[src/rtl/crg_pkg.sv]
package crg_pkg;

  typedef enum logic [2:0] {
    CAUSE_NONE   = 3'd0,
    CAUSE_SIZE   = 3'd1,
    CAUSE_DOUBLE = 3'd2,
    CAUSE_ORPHAN = 3'd3,
    CAUSE_STORE  = 3'd4
  } err_cause_t;

  // Signed range test on a sign-extended request size.
  function automatic logic size_legal(input logic signed [31:0] sz,
                                      input int lo, input int hi);
    return (sz >= lo) && (sz <= hi);
  endfunction

  // Address a lies in [lo, lo+len-1]; all operands zero-extended.
  function automatic logic in_region(input logic [31:0] a,
                                     input logic [31:0] lo,
                                     input logic [31:0] len);
    return (a >= lo) && ((a - lo) < len);
  endfunction

endpackage

[src/rtl/crg_alloc.sv]
module crg_alloc #(
  parameter int AW = 16,
  parameter int DW = 16,
  parameter int SIZE_MIN = 10,
  parameter int SIZE_MAX = 512
) (
  input  logic          clk,
  input  logic          rst_n,
  input  logic          op_malloc,
  input  logic          op_divide,
  input  logic [DW-1:0] req_size,
  input  logic          alloc_grant,
  input  logic [AW-1:0] alloc_base,
  output logic          pend,
  output logic [AW-1:0] win_base,
  output logic [DW-1:0] win_size,
  output logic          malloc_ok,
  output logic [AW-1:0] i_value,
  output logic          launch,
  output logic          ev_size_bad,
  output logic          ev_double,
  output logic          ev_orphan
);
  import crg_pkg::*;

  logic size_ok;

  assign size_ok     = size_legal(32'($signed(req_size)), SIZE_MIN, SIZE_MAX);
  assign ev_double   = op_malloc & pend;
  assign ev_size_bad = op_malloc & ~pend & ~size_ok;
  assign malloc_ok   = op_malloc & ~pend & size_ok & alloc_grant;
  assign i_value     = malloc_ok ? alloc_base : '0;
  assign launch      = op_divide & pend;
  assign ev_orphan   = op_divide & ~pend;

  always_ff @(posedge clk or negedge rst_n) begin
    if (!rst_n) begin
      pend     <= 1'b0;
      win_base <= '0;
      win_size <= '0;
    end else if (malloc_ok) begin
      pend     <= 1'b1;
      win_base <= alloc_base;
      win_size <= req_size;
    end else if (launch) begin
      pend     <= 1'b0;
    end
  end

endmodule

[src/rtl/crg_store_guard.sv]
module crg_store_guard #(
  parameter int AW = 16,
  parameter int DW = 16,
  parameter int LANES = 2
) (
  input  logic          pend,
  input  logic [AW-1:0] win_base,
  input  logic [DW-1:0] win_size,
  input  logic [AW-1:0] cell_len,
  input  logic          st_valid,
  input  logic          st_wide,
  input  logic [AW-1:0] st_addr,
  output logic          st_allow,
  output logic          ev_store_bad
);
  import crg_pkg::*;

  localparam logic [31:0] ADDR_TOP = 32'((64'd1 << AW) - 1);

  logic [LANES-1:0] lane_ok;
  logic [LANES-1:0] lane_used;

  for (genvar g = 0; g < LANES; g++) begin : g_lane
    logic [31:0] a;
    logic        own_hit;
    logic        dtr_hit;
    assign a       = 32'(st_addr) + 32'(g);
    assign own_hit = in_region(a, 32'd0, 32'(cell_len));
    assign dtr_hit = pend & in_region(a, 32'(win_base), 32'(win_size));
    assign lane_used[g] = (g == 0) ? 1'b1 : st_wide;
    assign lane_ok[g]   = (a <= ADDR_TOP) & (own_hit | dtr_hit);
  end

  assign st_allow     = st_valid & (&(lane_ok | ~lane_used));
  assign ev_store_bad = st_valid & ~st_allow;

endmodule

[src/rtl/crg_err_ctr.sv]
module crg_err_ctr #(
  parameter int ERR_W = 6
) (
  input  logic             clk,
  input  logic             rst_n,
  input  logic             ev_err,
  output logic [ERR_W-1:0] err_count
);
  localparam logic [ERR_W-1:0] CNT_MAX = {ERR_W{1'b1}};

  always_ff @(posedge clk or negedge rst_n) begin
    if (!rst_n)
      err_count <= '0;
    else if (ev_err && (err_count != CNT_MAX))
      err_count <= err_count + 1'b1;
  end

endmodule

[src/rtl/cell_repro_guard.sv]
module cell_repro_guard #(
  parameter int AW = 16,
  parameter int DW = 16,
  parameter int SIZE_MIN = 10,
  parameter int SIZE_MAX = 512,
  parameter int ERR_W = 6
) (
  input  logic             clk,
  input  logic             rst_n,
  input  logic [AW-1:0]    cell_len,
  input  logic             op_malloc,
  input  logic             op_divide,
  input  logic [DW-1:0]    req_size,
  input  logic             alloc_grant,
  input  logic [AW-1:0]    alloc_base,
  input  logic             st_valid,
  input  logic             st_wide,
  input  logic [AW-1:0]    st_addr,
  output logic             malloc_ok,
  output logic [AW-1:0]    i_value,
  output logic             st_allow,
  output logic             pend,
  output logic [AW-1:0]    dtr_base,
  output logic [DW-1:0]    dtr_size,
  output logic             launch,
  output logic [ERR_W-1:0] err_count
);
  import crg_pkg::*;

  logic       ev_size_bad, ev_double, ev_orphan, ev_store_bad;
  logic       ev_err;
  err_cause_t err_cause;

  crg_alloc #(.AW(AW), .DW(DW), .SIZE_MIN(SIZE_MIN), .SIZE_MAX(SIZE_MAX)) u_alloc (
    .clk(clk), .rst_n(rst_n),
    .op_malloc(op_malloc), .op_divide(op_divide),
    .req_size(req_size), .alloc_grant(alloc_grant), .alloc_base(alloc_base),
    .pend(pend), .win_base(dtr_base), .win_size(dtr_size),
    .malloc_ok(malloc_ok), .i_value(i_value), .launch(launch),
    .ev_size_bad(ev_size_bad), .ev_double(ev_double), .ev_orphan(ev_orphan)
  );

  crg_store_guard #(.AW(AW), .DW(DW)) u_guard (
    .pend(pend), .win_base(dtr_base), .win_size(dtr_size),
    .cell_len(cell_len), .st_valid(st_valid), .st_wide(st_wide),
    .st_addr(st_addr), .st_allow(st_allow), .ev_store_bad(ev_store_bad)
  );

  always_comb begin
    if (ev_double)         err_cause = CAUSE_DOUBLE;
    else if (ev_size_bad)  err_cause = CAUSE_SIZE;
    else if (ev_orphan)    err_cause = CAUSE_ORPHAN;
    else if (ev_store_bad) err_cause = CAUSE_STORE;
    else                   err_cause = CAUSE_NONE;
  end

  assign ev_err = (err_cause != CAUSE_NONE);

  crg_err_ctr #(.ERR_W(ERR_W)) u_err (
    .clk(clk), .rst_n(rst_n), .ev_err(ev_err), .err_count(err_count)
  );

endmodule

[config.mk]
export PLATFORM = sky130hd
export DESIGN_NAME = cell_repro_guard
export DESIGN_NICKNAME = d
export VERILOG_FILES = /design/src/rtl/crg_pkg.sv /design/src/rtl/crg_alloc.sv /design/src/rtl/crg_store_guard.sv /design/src/rtl/crg_err_ctr.sv /design/src/rtl/cell_repro_guard.sv
export SDC_FILE = /design/constraint.sdc
export NUM_CORES = 1
export LEC_CHECK = 0
export CAP_MARGIN = 0
export CELL_PAD_IN_SITES_DETAIL_PLACEMENT = 0
export CELL_PAD_IN_SITES_GLOBAL_PLACEMENT = 2
export CORE_ASPECT_RATIO = 0.8
export CORE_MARGIN = 2
export CORE_UTILIZATION = 32
export DETAILED_ROUTE_END_ITERATION = 16
export PLACE_DENSITY_LB_ADDON = 0.1
export SLEW_MARGIN = 10
export SYNTH_ARGS = -nofsm -noshare
export SYNTH_HDL_FRONTEND = slang
export SYNTH_HIERARCHICAL = 1
export SYNTH_SLANG_ARGS = --single-unit
[constraint.sdc]
create_clock -name clk -period 17.8 [get_ports clk]
set_clock_uncertainty 0.1 [all_clocks]
set_input_delay 5.34 -clock clk [delete_from_list [all_inputs] [get_ports clk]]
set_output_delay 5.34 -clock clk [all_outputs]
set_load 0.1 [all_outputs]
---- Word-level counts from Yosys, hierarchy flattened ----
Cells that the tools add are included.
storage, ports and cells
  output and inout port bits .............. 58
  flip-flop bits (word level) ............. 39
  input bits .............................. 71
cells by class
  magnitude comparators ................... 12
  muxes and demuxes ....................... 7
  $add $sub $neg .......................... 4
  bitwise logic cells ..................... 20
  eq/ne operators ......................... 1
  reduce and logical (&&, ||, !) cells .... 9
operator list
  cell                   number
  $lt 32x16->1           3
  $ge 32x1->1 const B    1
  $ge 32x16->1           1
  $le 32x16->1 const B   1
  $sub 32x16->32         1
  $add 16x1->17 const B  1
  $sub 16x16->17         1
  $ge 16x1->1 const B    1
  $ge 16x16->1           1
  $ge 16x5->1 const B    1
  $le 16x11->1 const B   1
  $le 16x16->1 const B   1
  $lt 16x16->1           1
  $mux 16                1
  $and 1x1->1            13
  $mux 3                 4
  $add 6x1->6 const B    1
  $logic_and 1x1->1      6
  $ne 6x6->1 const B     1
  $not 1->1              3
  $reduce_bool 3->1      1
  $mux 1                 2
  $not 2->2              1
  $or 1x1->1             2
  3 further kinds        3

---- Longest topological paths before layout ----
  depth in word-level cells ............... 18
  gate-level depth with buffers ........... 25
  depth with buffers taken out ............ 25

---- Cells and area by module ----
The synthesis kept the hierarchy.
by module, submodules not included
  module            instances  sequential area each (um^2)  area each (um^2)  cells each
  crg_store_guard   1          0.0                          3229.3            441
  crg_alloc         1          825.8                        1438.9            103
  crg_err_ctr       1          150.1                        294.0             25
  cell_repro_guard  1          0.0                          7.5               1

---- Least setup slack after synthesis ----
Ideal clock, no wire load.
  kind .................................... input port to output port
  start ................................... in st_addr[3]
  end ..................................... out st_allow
  path buffers ............................ 0
  arrival ................................. 10.206 ns
  stages on the path ...................... 20
  slack ................................... 2.154 ns
  cells stage by stage .................... nand4_1 -> or2_1 -> nor2_1 -> xor2_1 -> ha_1 -> a21oi_1 -> o21a_1 -> o21bai_1 -> a221o_1 -> a21oi_1 -> xnor2_1 -> ha_1 -> a21o_1 -> a21oi_1 -> o22ai_1 -> a2111oi_0 -> o41ai_2 -> o311ai_1 -> o211ai_1 -> nor2_1
between the ends
  word-level cells in the longest chain between the ends .. 10
RTL lines
  item                  RTL line                text
  start, declared       cell_repro_guard.sv:18  input logic [AW-1:0] st_addr,
  $add 16x1->17         crg_store_guard.sv:27   assign a = 32'(st_addr) + 32'(g);
  $sub 32x16->32        crg_pkg.sv:21           return (a >= lo) && ((a - lo) < len);
  $lt 32x16->1          crg_pkg.sv:21
  $logic_and 1x1->1     crg_pkg.sv:21
  $and 1x1->1           crg_store_guard.sv:29   assign dtr_hit = pend & in_region(a, 32'(win_base), 32'(win_size));
  $or 1x1->1            crg_store_guard.sv:31   assign lane_ok[g] = (a <= ADDR_TOP) & (own_hit | dtr_hit);
  $and 1x1->1           crg_store_guard.sv:31
  $or 2x2->2 (*)        crg_store_guard.sv:34   assign st_allow = st_valid & (&(lane_ok | ~lane_used));
  $reduce_and 2->1 (*)  crg_store_guard.sv:34
  $and 1x1->1 (*)       crg_store_guard.sv:34
  end, declared         cell_repro_guard.sv:21  output logic st_allow,
Mark *: on every way between the ends. The rest lies on a longest branch, timed or not.

---- Worst setup path after layout ----
Same ends and word-level chain as after synthesis.

==> flow_summary.ini <==
[sta]
clock.fmax_mhz = 61.7
rsz0062_at_grt = no
timing.final.crit_share_pct = 91.0
slew_violations = 0
period_minus_slack_ns = 16.20
relSlewSlack_pct = 32.4
final-setup-viol-count = 0
setup_tns_ns = 0
worst_pin_slew_ns = 1.01
final_hold_viol_count = 0

[cts]
cts_setup_buffers = 0
numCtsBuffers = 5
cts_num_sinks = 39
clkLatencyLatePin_ns = 0.28
ctsResizeCount = 0
cts_buffer_depth = 2
clk_pin_slew_ns = 0.06
hold_buffers = 0
cts_root_buf = clkbuf_16
cts_tree = yes
h-tree-depth = 2

[setup_path]
cp_max_fo = 8
cp.required_ns = 12.36
critPathMaxStageDelay_ns = 0.65
arrival_ns = 10.76
path_cells = clkdlybuf4s50_1 -> nand4_1 -> or2_1 -> nor2_1 -> xor2_1 -> ha_1 -> a21oi_1 -> o21a_1 -> o21bai_1 -> a221o_1 -> a21oi_1 -> xnor2_1 -> ha_1 -> a21o_1 -> a21oi_1 -> o22ai_1 -> a2111oi_0 -> o41ai_2 -> o311ai_1 -> o211ai_1 -> nor2_1 -> buf_4
critPathKind = input port to output pin
critPathLaunchType = input port
crit_path_frequent_cell = a21oi_1
worst_setup_path_end_kind = output pin
critPathSlowestCell = clkdlybuf4s50_1

[yosys]
syn_area_per_cell_um2 = 8.72
synth_top_area_share_pct = 23.9
seq_area_frac_synth_pct = 19.6
synthTopCellsByArea = ha_1, dfrtp_1, mux2_2
synth_flop_cell = dfrtp_1
synth_cells = 570
syn_nets = 738
synth_cell_type_count = 59
synthesis.area_mm2 = 0.00497
yosysTopAreaCell = ha_1
yosys_warnings = 6
async_flop_share_pct = 100
synth_edf_count = 0
ys_seq_elements = 39

[grt]
grt_pass1_wl_um = 24300
grt_pass1_vias = 4622
gr-total-overflow = 0
grt_max_degree = 40
grtUsageTotal_pct = 18.8
antenna_found_initial = 0

[placed_design]
hpwl_um = 13000
gp_congestion = 0.859
dpl_cell_area_mm2 = 0.00648
portBuffers = 128

[drt]
wl_per_cell_um = 16.8
finalWirelength_um = 15300
postRouteAntennaNets = 0
dr.pass1.iters = 4
post-route-drc-count = 0
vias_per_cell = 5.09
vias = 4650
drt-initial-drc-count = 224

[final_layout]
area_growth_pct = 33.6
layout-drive-gt1-share_pct = 7.10
fin_area_mm2 = 0.00664
diodes = 0
fillers = 1547
layout.nets = 871

[run]
drv_cap = 0

[die]
coreArea_mm2 = 0.0151
initial_utilization_pct = 32.9
rows = 40
die_area_mm2 = 0.0165
die_w_um = 143
die_height_um = 115
ios = 129

[worst_hold_path]
worstHoldPathType = flip-flop to flip-flop

[pwr]
vdd_ir_drop_max_v = 0.000126
power_density_mw_per_mm2 = 67.6
p_leak_nw = 2.88
power_uw = 449

[outcome]
outcome = finished, final reports clean
cells in the final DEF (no fill, tap or decap), types with 3 or more instances in the layout:
| cell | instances |
|---|---|
| o31ai_1 | 4 |
| nor2b_1 | 16 |
| a21o_1 | 21 |
| inv_1 | 59 |
| nand4_1 | 11 |
| nand2_1 | 24 |
| nor2_1 | 30 |
| dfrtp_1 | 39 |
| nor3_1 | 8 |
| o21ai_0 | 29 |
| xnor2_1 | 20 |
| buf_4 | 3 |
| nand3_1 | 17 |
| a21boi_0 | 5 |
| ha_1 | 95 |
| nand2b_1 | 4 |
| mux2_2 | 25 |
| and2_1 | 19 |
| a211oi_1 | 6 |
| o211ai_1 | 3 |
| and3_1 | 7 |
| clkbuf_16 | 5 |
| o21bai_1 | 3 |
| and4_1 | 4 |
| a21oi_1 | 43 |
| a31oi_1 | 5 |
| clkdlybuf4s50_1 | 126 |
| o21a_1 | 10 |
| nor4_1 | 5 |
| xor2_1 | 16 |
logic make-up after synthesis:
kind of cell / Yosys count / synth area share (%)
buffers and inverters: 63 / 5.24
XOR/XNOR: 36 / 6.34
AND/OR/NAND/NOR: 157 / 17.2
adder cells (fa/ha/maj): 97 / 24.7
flip-flops: 39 / 19.6
multiplexers: 28 / 6.42
AO/OA/AOI/OAI: 150 / 20.4
area by class of cell:
type	count	area, um^2	share of cell area, %
repair buffers	130	1290	19.4
multi-input cells	468	3730	56.2
clock buffers	8	156	2.36
flip-flops and latches	39	976	14.7
well taps	210	263	3.96
inverters	59	221	3.34
critical path, delay by kind of cell:
family / cells / cell delay [ns]
buffers and inverters: 2 / 0.95
AO/OA/AOI/OAI: 12 / 2.53
XOR/XNOR: 2 / 0.39
adder cells (fa/ha/maj): 2 / 0.60
AND/OR/NAND/NOR: 4 / 0.93
worst paths after layout:
| check | from | end | slack (ns) | depth (start not counted) |
|---|---|---|---|---|
| min reg2reg | u_alloc/win_size[14] | u_alloc/win_size[14] | 0.43 | 1 |
| max reg2reg | u_alloc/win_base[1] | u_err/err_count[5] | 12.10 | 21 |
| max | st_addr[3] | st_allow | 1.60 | 22 |
| max in group asynchronous | rst_n | u_alloc/win_size[7] | 11.94 | 1 |
| min | u_alloc/win_size[14] | u_alloc/win_size[14] | 0.43 | 1 |
| min in group asynchronous | rst_n | u_err/err_count[4] | 5.09 | 1 |
synth_stat cells (all sizes together), types with 2 or more instances:
library cell / n
dfrtp: 39
nand2b: 4
a2111oi: 5
a21boi: 5
and2: 19
inv: 59
nor2: 30
nor4: 5
nand4: 11
a21o: 21
nand3b: 2
o31a: 2
buf: 4
xor2: 16
xnor2: 20
and3: 8
o31ai: 4
a31oi: 5
a221o: 2
mux2: 28
and4: 5
nand2: 24
o21bai: 3
nor2b: 17
o21ai: 30
o21a: 10
ha: 95
a211oi: 6
nand3: 18
o211ai: 3
o41ai: 2
a21oi: 43
or2: 2
nor3: 8
fa: 2
metal layers:
metal  part of all wire [%]  wire length, um  GRT usage (%)  vias up
li1                       -                -              -     2353
met1                     54             8240           28.8     2160
met2                     40             6150           28.1      132
met3                    5.8              889           3.35        5
met4                   0.44               68           3.01        0
met5                      0                0              0        -
report_power, final:
part | switching (mW) | total, mW | internal (mW)
Sequential | 0.0135 | 0.112 | 0.0987
Combinational | 0.156 | 0.242 | 0.0859
Clock | 0.0351 | 0.0949 | 0.0597
Total | 0.205 | 0.449 | 0.244
per-stage QoR:
stage	util [%]	setup WS, ns	instances	hold slack, ns
after floorplan	-	2.15	570	0.947
after global placement	42.9	1.81	906	0.406
after detailed placement	42.9	1.69	906	0.416
after CTS	43.9	1.67	914	0.433
after global routing	43.9	1.13	914	0.457
final	43.9	1.60	914	0.433
registers in the layout, indices dropped and copies added (netlist names):
signal and flops:
u_alloc/win_base 16, u_alloc/win_size 16, u_err/err_count 6, u_alloc/pend 1
Power figures use the tool's default switching activity.
